**src/rtl/sgx_pkg.sv**
```systemverilog
package sgx_pkg;

    localparam int CW_W       = 16;
    localparam int BIT_LINK   = 15;
    localparam int BIT_ACK    = 14;
    localparam int BIT_DUPLEX = 12;
    localparam int SPD_LSB    = 10;
    localparam int BIT_SYNC   = 0;

    localparam int RES_1G_BIT   = 6;
    localparam int RES_100M_BIT = 13;
    localparam int ADV_FULL_BIT = 5;
    localparam int ADV_HALF_BIT = 6;

    localparam logic [CW_W-1:0] MAC_ACK_WORD = 16'h4001;

    typedef enum logic [1:0] {
        SPD_10M  = 2'b00,
        SPD_100M = 2'b01,
        SPD_1G   = 2'b10,
        SPD_RSVD = 2'b11
    } sgx_speed_e;

    typedef enum logic [2:0] {
        ST_IDLE,
        ST_LISTEN,
        ST_ADVERT,
        ST_ACK,
        ST_DONE
    } sgx_state_e;

    function automatic logic [CW_W-1:0] phy_word(input logic link,
                                                 input logic full_dup,
                                                 input logic [1:0] spd);
        logic [CW_W-1:0] w;
        w               = '0;
        w[BIT_LINK]     = link;
        w[BIT_DUPLEX]   = full_dup;
        w[SPD_LSB +: 2] = spd;
        w[BIT_SYNC]     = 1'b1;
        return w;
    endfunction

endpackage

```
**src/rtl/sgx_copy_filter.sv**
```systemverilog
module sgx_copy_filter #(
    parameter int WORD_W = 16,
    parameter int COPIES = 3
) (
    input  logic              clk,
    input  logic              rst_n,
    input  logic              clr,
    input  logic              in_valid,
    input  logic [WORD_W-1:0] in_word,
    input  logic              qualify,
    output logic              accept
);
    localparam int CNT_W = $clog2(COPIES + 1);
    localparam logic [CNT_W-1:0] LAST_BEFORE = CNT_W'(COPIES - 1);
    localparam logic [CNT_W-1:0] FULL_RUN    = CNT_W'(COPIES);

    logic [WORD_W-1:0] last_q;
    logic [CNT_W-1:0]  run_q;
    logic              same;

    assign same   = (run_q != '0) && (in_word == last_q);
    assign accept = in_valid && qualify && same && (run_q == LAST_BEFORE);

    always_ff @(posedge clk or negedge rst_n) begin
        if (!rst_n) begin
            last_q <= '0;
            run_q  <= '0;
        end else if (clr) begin
            last_q <= '0;
            run_q  <= '0;
        end else if (in_valid) begin
            last_q <= in_word;
            if (!qualify) begin
                run_q <= '0;
            end else if (same) begin
                if (run_q != FULL_RUN) run_q <= run_q + 1'b1;
            end else begin
                run_q <= CNT_W'(1);
            end
        end
    end
endmodule

```
**src/rtl/sgx_word_builder.sv**
```systemverilog
module sgx_word_builder
    import sgx_pkg::*;
(
    input  logic            role_phy,
    input  logic            active,
    input  logic            link,
    input  logic            full_dup,
    input  logic [1:0]      spd,
    output logic            word_valid,
    output logic [CW_W-1:0] word
);
    always_comb begin
        word_valid = active;
        if (!active)       word = '0;
        else if (role_phy) word = phy_word(link, full_dup, spd);
        else               word = MAC_ACK_WORD;
    end
endmodule

```
**src/rtl/sgx_status_map.sv**
```systemverilog
module sgx_status_map
    import sgx_pkg::*;
(
    input  logic            in_done,
    input  logic            link,
    input  logic            full_dup,
    input  logic [1:0]      spd,
    output logic            res_link,
    output logic [CW_W-1:0] res_ctrl,
    output logic [CW_W-1:0] res_adv
);
    always_comb begin
        res_link = 1'b0;
        res_ctrl = '0;
        res_adv  = '0;
        if (in_done) begin
            res_link = link;
            unique case (sgx_speed_e'(spd))
                SPD_1G:   res_ctrl[RES_1G_BIT]   = 1'b1;
                SPD_100M: res_ctrl[RES_100M_BIT] = 1'b1;
                SPD_10M:  res_ctrl               = '0;
                SPD_RSVD: res_ctrl               = '0;
                default:  res_ctrl               = '0;
            endcase
            if (full_dup) res_adv[ADV_FULL_BIT] = 1'b1;
            else          res_adv[ADV_HALF_BIT] = 1'b1;
        end
    end
endmodule

```
**src/rtl/sgmii_cfg_xchg.sv**
```systemverilog
module sgmii_cfg_xchg
    import sgx_pkg::*;
#(
    parameter int COPIES     = 3,
    parameter int ACK_CYCLES = 3
) (
    input  logic            clk,
    input  logic            rst_n,
    input  logic            restart,
    input  logic            role_phy,
    input  logic            loc_link,
    input  logic            loc_full_duplex,
    input  logic [1:0]      loc_speed,
    input  logic            rx_valid,
    input  logic [CW_W-1:0] rx_word,
    input  logic            irq_clr,
    output logic            tx_valid,
    output logic [CW_W-1:0] tx_word,
    output logic            an_done,
    output logic            rx_stat_link,
    output logic            rx_stat_full_duplex,
    output logic [1:0]      rx_stat_speed,
    output logic            res_link,
    output logic [CW_W-1:0] res_ctrl,
    output logic [CW_W-1:0] res_adv
);
    localparam int ACK_W = $clog2(ACK_CYCLES + 1);
    localparam logic [ACK_W-1:0] ACK_LAST = ACK_W'(ACK_CYCLES - 1);

    sgx_state_e       state_q, state_d;
    logic [ACK_W-1:0] ack_q;
    logic             lat_link_q, lat_dup_q;
    logic [1:0]       lat_spd_q;
    logic             done_q;
    logic             qualify, accept;
    logic             tx_active, in_done, in_ack;
    logic             mac_load, phy_load;

    // qualification of a received copy depends on the role
    always_comb begin
        if (role_phy) qualify = rx_word[BIT_SYNC] && rx_word[BIT_ACK];
        else          qualify = rx_word[BIT_SYNC] &&
                                (rx_word[SPD_LSB +: 2] != SPD_RSVD);
    end

    sgx_copy_filter #(.WORD_W(CW_W), .COPIES(COPIES)) u_filter (
        .clk      (clk),
        .rst_n    (rst_n),
        .clr      (restart),
        .in_valid (rx_valid),
        .in_word  (rx_word),
        .qualify  (qualify),
        .accept   (accept)
    );

    // next-state logic
    always_comb begin
        state_d = state_q;
        unique case (state_q)
            ST_IDLE:   state_d = role_phy ? ST_ADVERT : ST_LISTEN;
            ST_LISTEN: if (accept) state_d = ST_ACK;
            ST_ADVERT: if (accept) state_d = ST_DONE;
            ST_ACK:    if (ack_q == ACK_LAST) state_d = ST_DONE;
            ST_DONE:   state_d = ST_DONE;
            default:   state_d = ST_IDLE;
        endcase
    end

    // state register
    always_ff @(posedge clk or negedge rst_n) begin
        if (!rst_n)       state_q <= ST_IDLE;
        else if (restart) state_q <= ST_IDLE;
        else              state_q <= state_d;
    end

    // acknowledge cycle counter
    always_ff @(posedge clk or negedge rst_n) begin
        if (!rst_n)                          ack_q <= '0;
        else if (restart || state_q != ST_ACK) ack_q <= '0;
        else                                 ack_q <= ack_q + 1'b1;
    end

    assign mac_load = !role_phy && accept &&
                      (state_q == ST_LISTEN || state_q == ST_DONE);
    assign phy_load = role_phy && accept && (state_q == ST_ADVERT);

    // latched partner or local status
    always_ff @(posedge clk or negedge rst_n) begin
        if (!rst_n) begin
            lat_link_q <= 1'b0;
            lat_dup_q  <= 1'b0;
            lat_spd_q  <= SPD_10M;
        end else if (restart) begin
            lat_link_q <= 1'b0;
            lat_dup_q  <= 1'b0;
            lat_spd_q  <= SPD_10M;
        end else if (mac_load) begin
            lat_link_q <= rx_word[BIT_LINK];
            lat_dup_q  <= rx_word[BIT_DUPLEX];
            lat_spd_q  <= rx_word[SPD_LSB +: 2];
        end else if (phy_load) begin
            lat_link_q <= loc_link;
            lat_dup_q  <= loc_full_duplex;
            lat_spd_q  <= loc_speed;
        end
    end

    // sticky completion flag, set wins over clear
    always_ff @(posedge clk or negedge rst_n) begin
        if (!rst_n)                                        done_q <= 1'b0;
        else if (restart)                                  done_q <= 1'b0;
        else if (state_d == ST_DONE && state_q != ST_DONE) done_q <= 1'b1;
        else if (irq_clr)                                  done_q <= 1'b0;
    end

    // output decode
    always_comb begin
        tx_active = 1'b0;
        in_done   = 1'b0;
        in_ack    = 1'b0;
        unique case (state_q)
            ST_IDLE:   ;
            ST_LISTEN: ;
            ST_ADVERT: tx_active = 1'b1;
            ST_ACK:    begin tx_active = 1'b1; in_ack = 1'b1; end
            ST_DONE:   begin tx_active = 1'b1; in_done = 1'b1; end
            default:   ;
        endcase
        an_done             = done_q;
        rx_stat_link        = in_ack & lat_link_q;
        rx_stat_full_duplex = in_ack & lat_dup_q;
        rx_stat_speed       = in_ack ? lat_spd_q : 2'b00;
    end

    sgx_word_builder u_tx (
        .role_phy   (role_phy),
        .active     (tx_active),
        .link       (loc_link),
        .full_dup   (loc_full_duplex),
        .spd        (loc_speed),
        .word_valid (tx_valid),
        .word       (tx_word)
    );

    sgx_status_map u_res (
        .in_done  (in_done),
        .link     (lat_link_q),
        .full_dup (lat_dup_q),
        .spd      (lat_spd_q),
        .res_link (res_link),
        .res_ctrl (res_ctrl),
        .res_adv  (res_adv)
    );
endmodule

```
**config.mk**
```make
export PLATFORM = sky130hd
export DESIGN_NAME = sgmii_cfg_xchg
export DESIGN_NICKNAME = d
export VERILOG_FILES = /design/src/rtl/sgx_pkg.sv /design/src/rtl/sgx_copy_filter.sv /design/src/rtl/sgx_word_builder.sv /design/src/rtl/sgx_status_map.sv /design/src/rtl/sgmii_cfg_xchg.sv
export SDC_FILE = /design/constraint.sdc
export NUM_CORES = 1
export LEC_CHECK = 0
export ABC_AREA = 1
export ABC_CLOCK_PERIOD_IN_PS = 1950
export BUFFER_PORTS_ARGS = -buffer_cell sky130_fd_sc_hd__clkbuf_2
export CORE_ASPECT_RATIO = 1.25
export CORE_MARGIN = 1.5
export CORE_UTILIZATION = 45
export DETAILED_ROUTE_END_ITERATION = 8
export PLACE_DENSITY = 0.77
export REMOVE_ABC_BUFFERS = 1
export SYNTH_ARGS = -nofsm -noshare
export SYNTH_HDL_FRONTEND = slang
export SYNTH_HIERARCHICAL = 1
export SYNTH_SLANG_ARGS = --single-unit
```
**constraint.sdc**
```tcl
create_clock -name clk -period 1.95 [get_ports clk]
set_input_delay 0.195 -clock clk [delete_from_list [all_inputs] [get_ports clk]]
set_output_delay 0.195 -clock clk [all_outputs]
set_load 0.02 [all_outputs]
```
# --- Yosys cells after proc, flatten, opt, wreduce, memory -nomap -nowiden ---
# Index checks and enable logic that the tools add are counted.
totals:
  reg_bits: 28
  input_bits: 26
  output_inout_bits: 55
  word_cells: 88
op_classes:
  muxes: 40
  addsub: 2
  bitwise: 2
  n_reduce_logical: 21
  eq_ne: 15
op_table:
  columns: ["op", "n"]
  rows:
  - ["$mux 16", 4]
  - ["$mux 2", 12]
  - ["$mux 1", 18]
  - ["$eq 16x16->1", 1]
  - ["$pmux 3 s5", 1]
  - ["$mux 14", 1]
  - ["$mux 3", 4]
  - ["$logic_and 1x1->1", 11]
  - ["$eq 2x2->1 const B", 3]
  - ["$eq 3x2->1 const B", 2]
  - ["$eq 3x3->1 const B", 2]
  - ["$reduce_bool 3->1", 2]
  - ["$add 2x1->2 const B", 2]
  - ["$ne 2x2->1 const B", 2]
  - ["$ne 4x4->1 const B", 1]
  - ["$reduce_bool 2->1", 2]
  - ["$eq 3x1->1 const B", 1]
  - ["$logic_not 3->1", 1]
  - ["$ne 3x2->1 const B", 1]
  - ["$ne 3x3->1 const B", 1]
  - ["$reduce_or 3->1", 1]
  - ["$and 1x1->1", 2]
  - ["$eq 2x1->1 const B", 1]
  - ["$logic_or 1x1->1", 2]
  - ["2 further kinds", 2]

# --- Longest topological paths before layout ---
logic_depth:
  ltp_word: 12
  ltp_mapped: 15
  ltp_nobuf: 15

# --- Hierarchy ---
# The synthesis kept the hierarchy.
by_module_without_submodules:
  columns: ["mod", "instances", "area_per_inst_um2", "cells_each", "seq_area_each_um2"]
  rows:
  - ["sgx_copy_filter", 1, 1042.2, 150, 450.4]
  - ["sgmii_cfg_xchg", 1, 681.9, 89, 250.2]
  - ["sgx_status_map", 1, 251.5, 39, 0.0]
  - ["sgx_word_builder", 1, 137.6, 24, 0.0]

# --- Least setup slack after synthesis ---
# Ideal clock, no wire load.
synth_timing:
  kind: "register to register"
  startpoint: "register u_filter.run_q[0]"
  endpoint: "register lat_dup_q"
  period_less_slack_ns: 1.992
  path_stages_with_launch: 14
  t_required_ns: 1.884
  path_buffers: 0
  setup_slack_ns: -0.042
  arrival_ns: 1.927
  setup_time_ns: 0.066
  path_cell_list: "dfrtp_1 > inv_1 > ha_1 > a21oi_1 > nand3_1 > nor2_2 > nand3_2 > nor2_1 > inv_2 > nor2_8 > nand3_4 > a21oi_4 > nand2_1 > nand2_1"
synth_between:
  elab_chain_cells: 8
  word_cells_on_any_way: 12
  classes_between: "eq/ne: 1; mux: 2; reduce/logical: 9"
synth_rtl:
  columns: ["element", "line_no", "source"]
  rows:
  - ["start, declared", "sgx_copy_filter.sv:18", "logic [CNT_W-1:0] run_q;"]
  - ["start signal, assigned", "sgx_copy_filter.sv:36", "if (run_q != FULL_RUN) run_q <= run_q + 1'b1;"]
  - ["$reduce_bool 2->1", "sgx_copy_filter.sv:21", "assign same = (run_q != '0) && (in_word == last_q);"]
  - ["$logic_and 1x1->1", "sgx_copy_filter.sv:21", null]
  - ["$logic_and 1x1->1", "sgx_copy_filter.sv:22", "assign accept = in_valid && qualify && same && (run_q == LAST_BEFORE);"]
  - ["$logic_and 1x1->1 (*)", "sgx_copy_filter.sv:22", null]
  - ["net accept", "sgmii_cfg_xchg.sv:35", "logic qualify, accept;"]
  - ["$logic_and 1x1->1 (2 in a row)", "sgmii_cfg_xchg.sv:83", "assign mac_load = !role_phy && accept &&"]
  - ["$mux 1", "sgmii_cfg_xchg.sv:97", "end else if (mac_load) begin"]
  - ["$mux 1", "sgmii_cfg_xchg.sv:93", "end else if (restart) begin"]
  - ["end signal, assigned", "sgmii_cfg_xchg.sv:99", "lat_dup_q <= rx_word[BIT_DUPLEX];"]
  - ["end signal, assigned", "sgmii_cfg_xchg.sv:103", "lat_dup_q <= loc_full_duplex;"]
  - ["end, declared", "sgmii_cfg_xchg.sv:32", "logic lat_link_q, lat_dup_q;"]
# The timed path passes the listed nets; every way through them passes the cells marked *.
# A chain may end at the register's enable or synchronous reset.

# --- Worst setup path in the final report ---
layout_timing:
  startpoint: "register u_filter.run_q[0]"
  endpoint: "register lat_spd_q[0]"
layout_between:
  elab_chain_cells: 8
  word_cells_on_any_way: 12
  classes_between: "eq/ne: 1; mux: 2; reduce/logical: 9"
layout_rtl:
  columns: ["element", "line_no", "source"]
  rows:
  - ["$reduce_bool 2->1", "sgx_copy_filter.sv:21", null]
  - ["$logic_and 1x1->1", "sgx_copy_filter.sv:21", null]
  - ["$logic_and 1x1->1", "sgx_copy_filter.sv:22", null]
  - ["$logic_and 1x1->1 (*)", "sgx_copy_filter.sv:22", null]
  - ["net accept", "sgmii_cfg_xchg.sv:35", null]
  - ["$logic_and 1x1->1 (2 in a row)", "sgmii_cfg_xchg.sv:83", null]
  - ["$mux 2", "sgmii_cfg_xchg.sv:97", null]
  - ["$mux 2", "sgmii_cfg_xchg.sv:93", null]
  - ["end signal, assigned", "sgmii_cfg_xchg.sv:100", "lat_spd_q <= rx_word[SPD_LSB +: 2];"]
  - ["end signal, assigned", "sgmii_cfg_xchg.sv:104", "lat_spd_q <= loc_speed;"]
  - ["end, declared", "sgmii_cfg_xchg.sv:33", "logic [1:0] lat_spd_q;"]
# Marked as above.

==> reports/qor.csv <==
stage;metric;value;unit
pwr;sequential fraction of design power;44.8;%
flow_run;Max-Cap Viols;0;
clocking;CTS tree;yes;
clocking;Worst-Skew Late Latency;0.27;ns
synth;Yosys warnings;6;
placement;Final Wtd Congestion;0.847;
drt;first-pass detailed-route iteration total;6;
global_routing;Top Usage Layer GRT;met2;
floorplan;Die W;64.3;um
floorplan;die height;79.6;um
pwr;Clock power frac;32.1;%
placement;DP Area;2240;sq um
pwr;internal power;0.978;mW
floorplan;core area;4460;sq um
clocking;Longest Clk Path Bufs;2;
sta;Final setup viols;0;
worst_setup_path;Worst EP arrival;2.02;ns
worst_setup_path;Critical Path Sink Type;register;
sta;Slew HR;53.6;%
sta;RSZ-0062 raised after global routing;true;
floorplan;initial core utilization;47.4;%
layout;Syn-to-layout area delta;13.0;%
placement;Final HPWL DP;3230;um
global_routing;total congestion overflow;0;
layout;ratio of cells with drive above 1 in the final layout;22.9;%
worst_setup_path;critical path peak fanout;4;
drt;# DRC;0;
global_routing;vias in the first global route;1654;
drt;via count;1875;
pwr;sw power;0.451;mW
synth;Syn Area/Cell;7.00;sq um
synth;Synth Instances;302;
global_routing;Global Route met3 Usage;2.12;%
floorplan;io pins;81;
layout;Post-Layout Inst Area;2390;sq um
synth;Seq cells post-synth;28;
sta;Final period util;94.6;%
clocking;root buffer cell;clkbuf_8;
sta;measured slew at the worst slew-check pin;0.696;ns
synth;Unique masters post-synth;26;
synth;area of the mapped netlist;2110;sq um
pwr;Leak;1.36;nW
global_routing;pin count of the biggest net entering global routing;29;
run_status;status;finished clean;
drt;Routed WL;4300;um
clocking;CTS Buf Count;3;
pwr;Comb power frac;23.1;%
sta;Worst Clk Skew;0.00457;ns
pwr;switch share;31.6;%
clocking;Sink Count;28;
pwr;PwrDens;599;nW/um^2
worst_setup_path;CP max stage cell;dfrtp_1;
drt;Via density;4.60;
layout;fillers;443;
worst_hold_path;Hold Path Class;primary input to register;
worst_setup_path;Setup CP Type;register to register;
global_routing;initial antenna violation count;0;
worst_setup_path;Worst Path Buf+Inv;3;
layout;NumNets Final;381;
worst_setup_path;worst path cell trace;inv_2 > ha_4 > a21oi_2 > nand3_1 > nor2_2 > nand3_2 > nor2_4 > inv_2 > nor2_8 > buf_4 > nand3_2 > nand4_1 > nand2_1;
drt;DRT iter0 DRCs;47;
global_routing;global-route wire length before repair;6870;um
synth;Seq/Total Area, Yosys;33.2;%
global_routing;grt met1 use;20.7;%
clocking;clk slew on worst S/H paths;0.10;ns
sta;final worst slack;0.105;ns
sta;Slew Limit Fails;0;
floorplan;Die Area;5120;sq um
global_routing;met2 Track Usage GR;29.8;%
drt;drt wl/cell;10.5;um
layout;diodes inserted;0;
worst_setup_path;Setup crit start kind;register;
sta;minimum clock period;1.85;ns
sta;Max Clk Rate;0.542;GHz
pwr;Max VDD drop;0.000339;V
global_routing;GRT Total Usage;16.7;%
sta;hold slack;0.175;ns
drt;ANT nets after route;0;
worst_setup_path;crit-path leading delay family;simple AND/OR/NAND/NOR gates;
worst_setup_path;Critical Path Max Stage Delay;0.39;ns
floorplan;# rows;27;
clocking;# H-tree levels;1;
placement;DP Worst Slack;0.0152;ns
worst_setup_path;Worst Path Required;2.13;ns
sta;Fin. Hold Viols;0;
placement;Port Buffer Count;42;
==> sequential cells by signal, summed over array words and instances (netlist names) <==
name and count:
u_filter/last_q 16, lat_dup_q 1, an_done 1, ack_q 2
u_filter/run_q 2, state_q 3, lat_spd_q 2, lat_link_q 1
==> synthesized netlist by cell type <==
master,count,area share (%)
a21oi_1,2,0.47
a21oi_4,1,0.77
a31oi_1,3,0.89
buf_4,41,15
buf_6,1,0.53
clkbuf_1,2,0.36
conb_1,2,0.36
dfrtp_1,28,33
ha_1,4,2.4
inv_1,52,9.2
inv_2,6,1.1
nand2_1,78,14
nand2_2,1,0.30
nand3_1,16,3.8
nand3_2,1,0.47
nand3_4,1,0.83
nand4_1,8,2.4
nand4_4,1,1.0
nor2_1,27,4.8
nor2_2,3,0.89
nor2_4,1,0.53
nor2_8,1,0.95
nor3_1,3,0.71
o21ai_0,2,0.47
o21ai_2,2,0.83
o22ai_1,15,4.4
==> cell families after synthesis <==
kind of cell / synth area share [%]
and+or+nand+nor: 30.5
buffers and inverters: 25.8
DFF: 33.2
AOI/OAI and AO/OA: 7.87
adders and majority gates: 2.37
other: 0.355
==> power groups by stage <==
| stage | combinational, mW | clock [mW] | sequential, mW |
|---|---|---|---|
| floorplan | 0.219 | 0 | 0.644 |
| global placement | 0.313 | 0 | 0.647 |
| detailed placement | 0.319 | 0 | 0.649 |
| CTS | 0.321 | 0.470 | 0.637 |
| global route | 0.371 | 0.487 | 0.644 |
| finish | 0.330 | 0.459 | 0.640 |
==> area by class of cell <==
cell class                 instances  area [sq um]  share of cell area [%]
clock buffer                       3          41.3                    1.73
clock inverter                     1          30.0                    1.26
inverter                          58           218                    9.12
multi-input combinational        209          1040                    43.7
sequential                        28           703                    29.5
tap                               58          72.6                    3.04
timing repair buffer              51           280                    11.7
==> worst register-to-register path, stage by stage, from the launching register on <==
cell and delay, ns:
dfrtp_1 0.39, inv_2 0.07, ha_4 0.16, a21oi_2 0.10
nand3_1 0.10, nor2_2 0.10, nand3_2 0.10, nor2_4 0.13
inv_2 0.07, nor2_8 0.13, buf_4 0.14, nand3_2 0.10
nand4_1 0.10, nand2_1 0.05
==> per-layer routing <==
| layer | share of wire, % | wire length, um |
|---|---|---|
| met5 | 0 | 0 |
| met3 | 5.4 | 233 |
| met1 | 43 | 1840 |
| met2 | 51 | 2200 |
| met4 | 0.54 | 23 |
==> cells in the final DEF, fill, tap and decap left out <==
cell and n:
a21oi_1 1, a21oi_2 1, a21oi_4 1, a31oi_1 3, buf_4 8, bufinv_16 1
clkbuf_2 42, clkbuf_8 3, conb_1 38, dfrtp_1 26, dfrtp_2 2, dlygate4sd3_1 1
ha_1 3, ha_4 1, inv_1 51, inv_2 7, nand2_1 78, nand2_2 1
nand3_1 15, nand3_2 3, nand3_4 1, nand4_1 8, nand4_4 1, nor2_1 26
nor2_2 3, nor2_4 2, nor2_8 1, nor3_1 3, o21ai_0 2, o21ai_2 2
o22ai_1 15
==> stage by stage <==
step | std cells | TNS [ns] | power [mW] | utilization [%]
final | 408 | 0 | 1.43 | 53.5
after global routing | 408 | -0.137 | 1.50 | 53.5
after CTS | 404 | 0 | 1.43 | 52.2
after detailed placement | 399 | 0 | 0.967 | 50.3
after global placement | 399 | 0 | 0.960 | 50.3
after floorplan | 294 | -0.171 | 0.863 | -
==> repair_timing <==
item                                   4_1_cts  5_1_grt
hold buffers                                 1        0
pin swaps                                    0       10
buffers inserted                             0        3
cloned                                       0        1
setup endpoints to repair                    4       12
resized for setup                            1        8
endpoints found under the hold margin       28        0
==> worst paths after layout <==
check | slack, ns | startpoint | to | cells past startpoint
max | 0.10 | u_filter/run_q[0] | lat_spd_q[0] | 13
min | 0.17 | rx_word[7] | u_filter/last_q[7] | 3
max reg2reg | 0.10 | u_filter/run_q[0] | lat_spd_q[0] | 13
min reg2reg | 0.43 | ack_q[0] | ack_q[0] | 1
max in group asynchronous | 0.98 | rst_n | state_q[1] | 2
min in group asynchronous | 0.48 | rst_n | u_filter/last_q[3] | 2
Note: power is estimated with default switching activity, not from simulation.
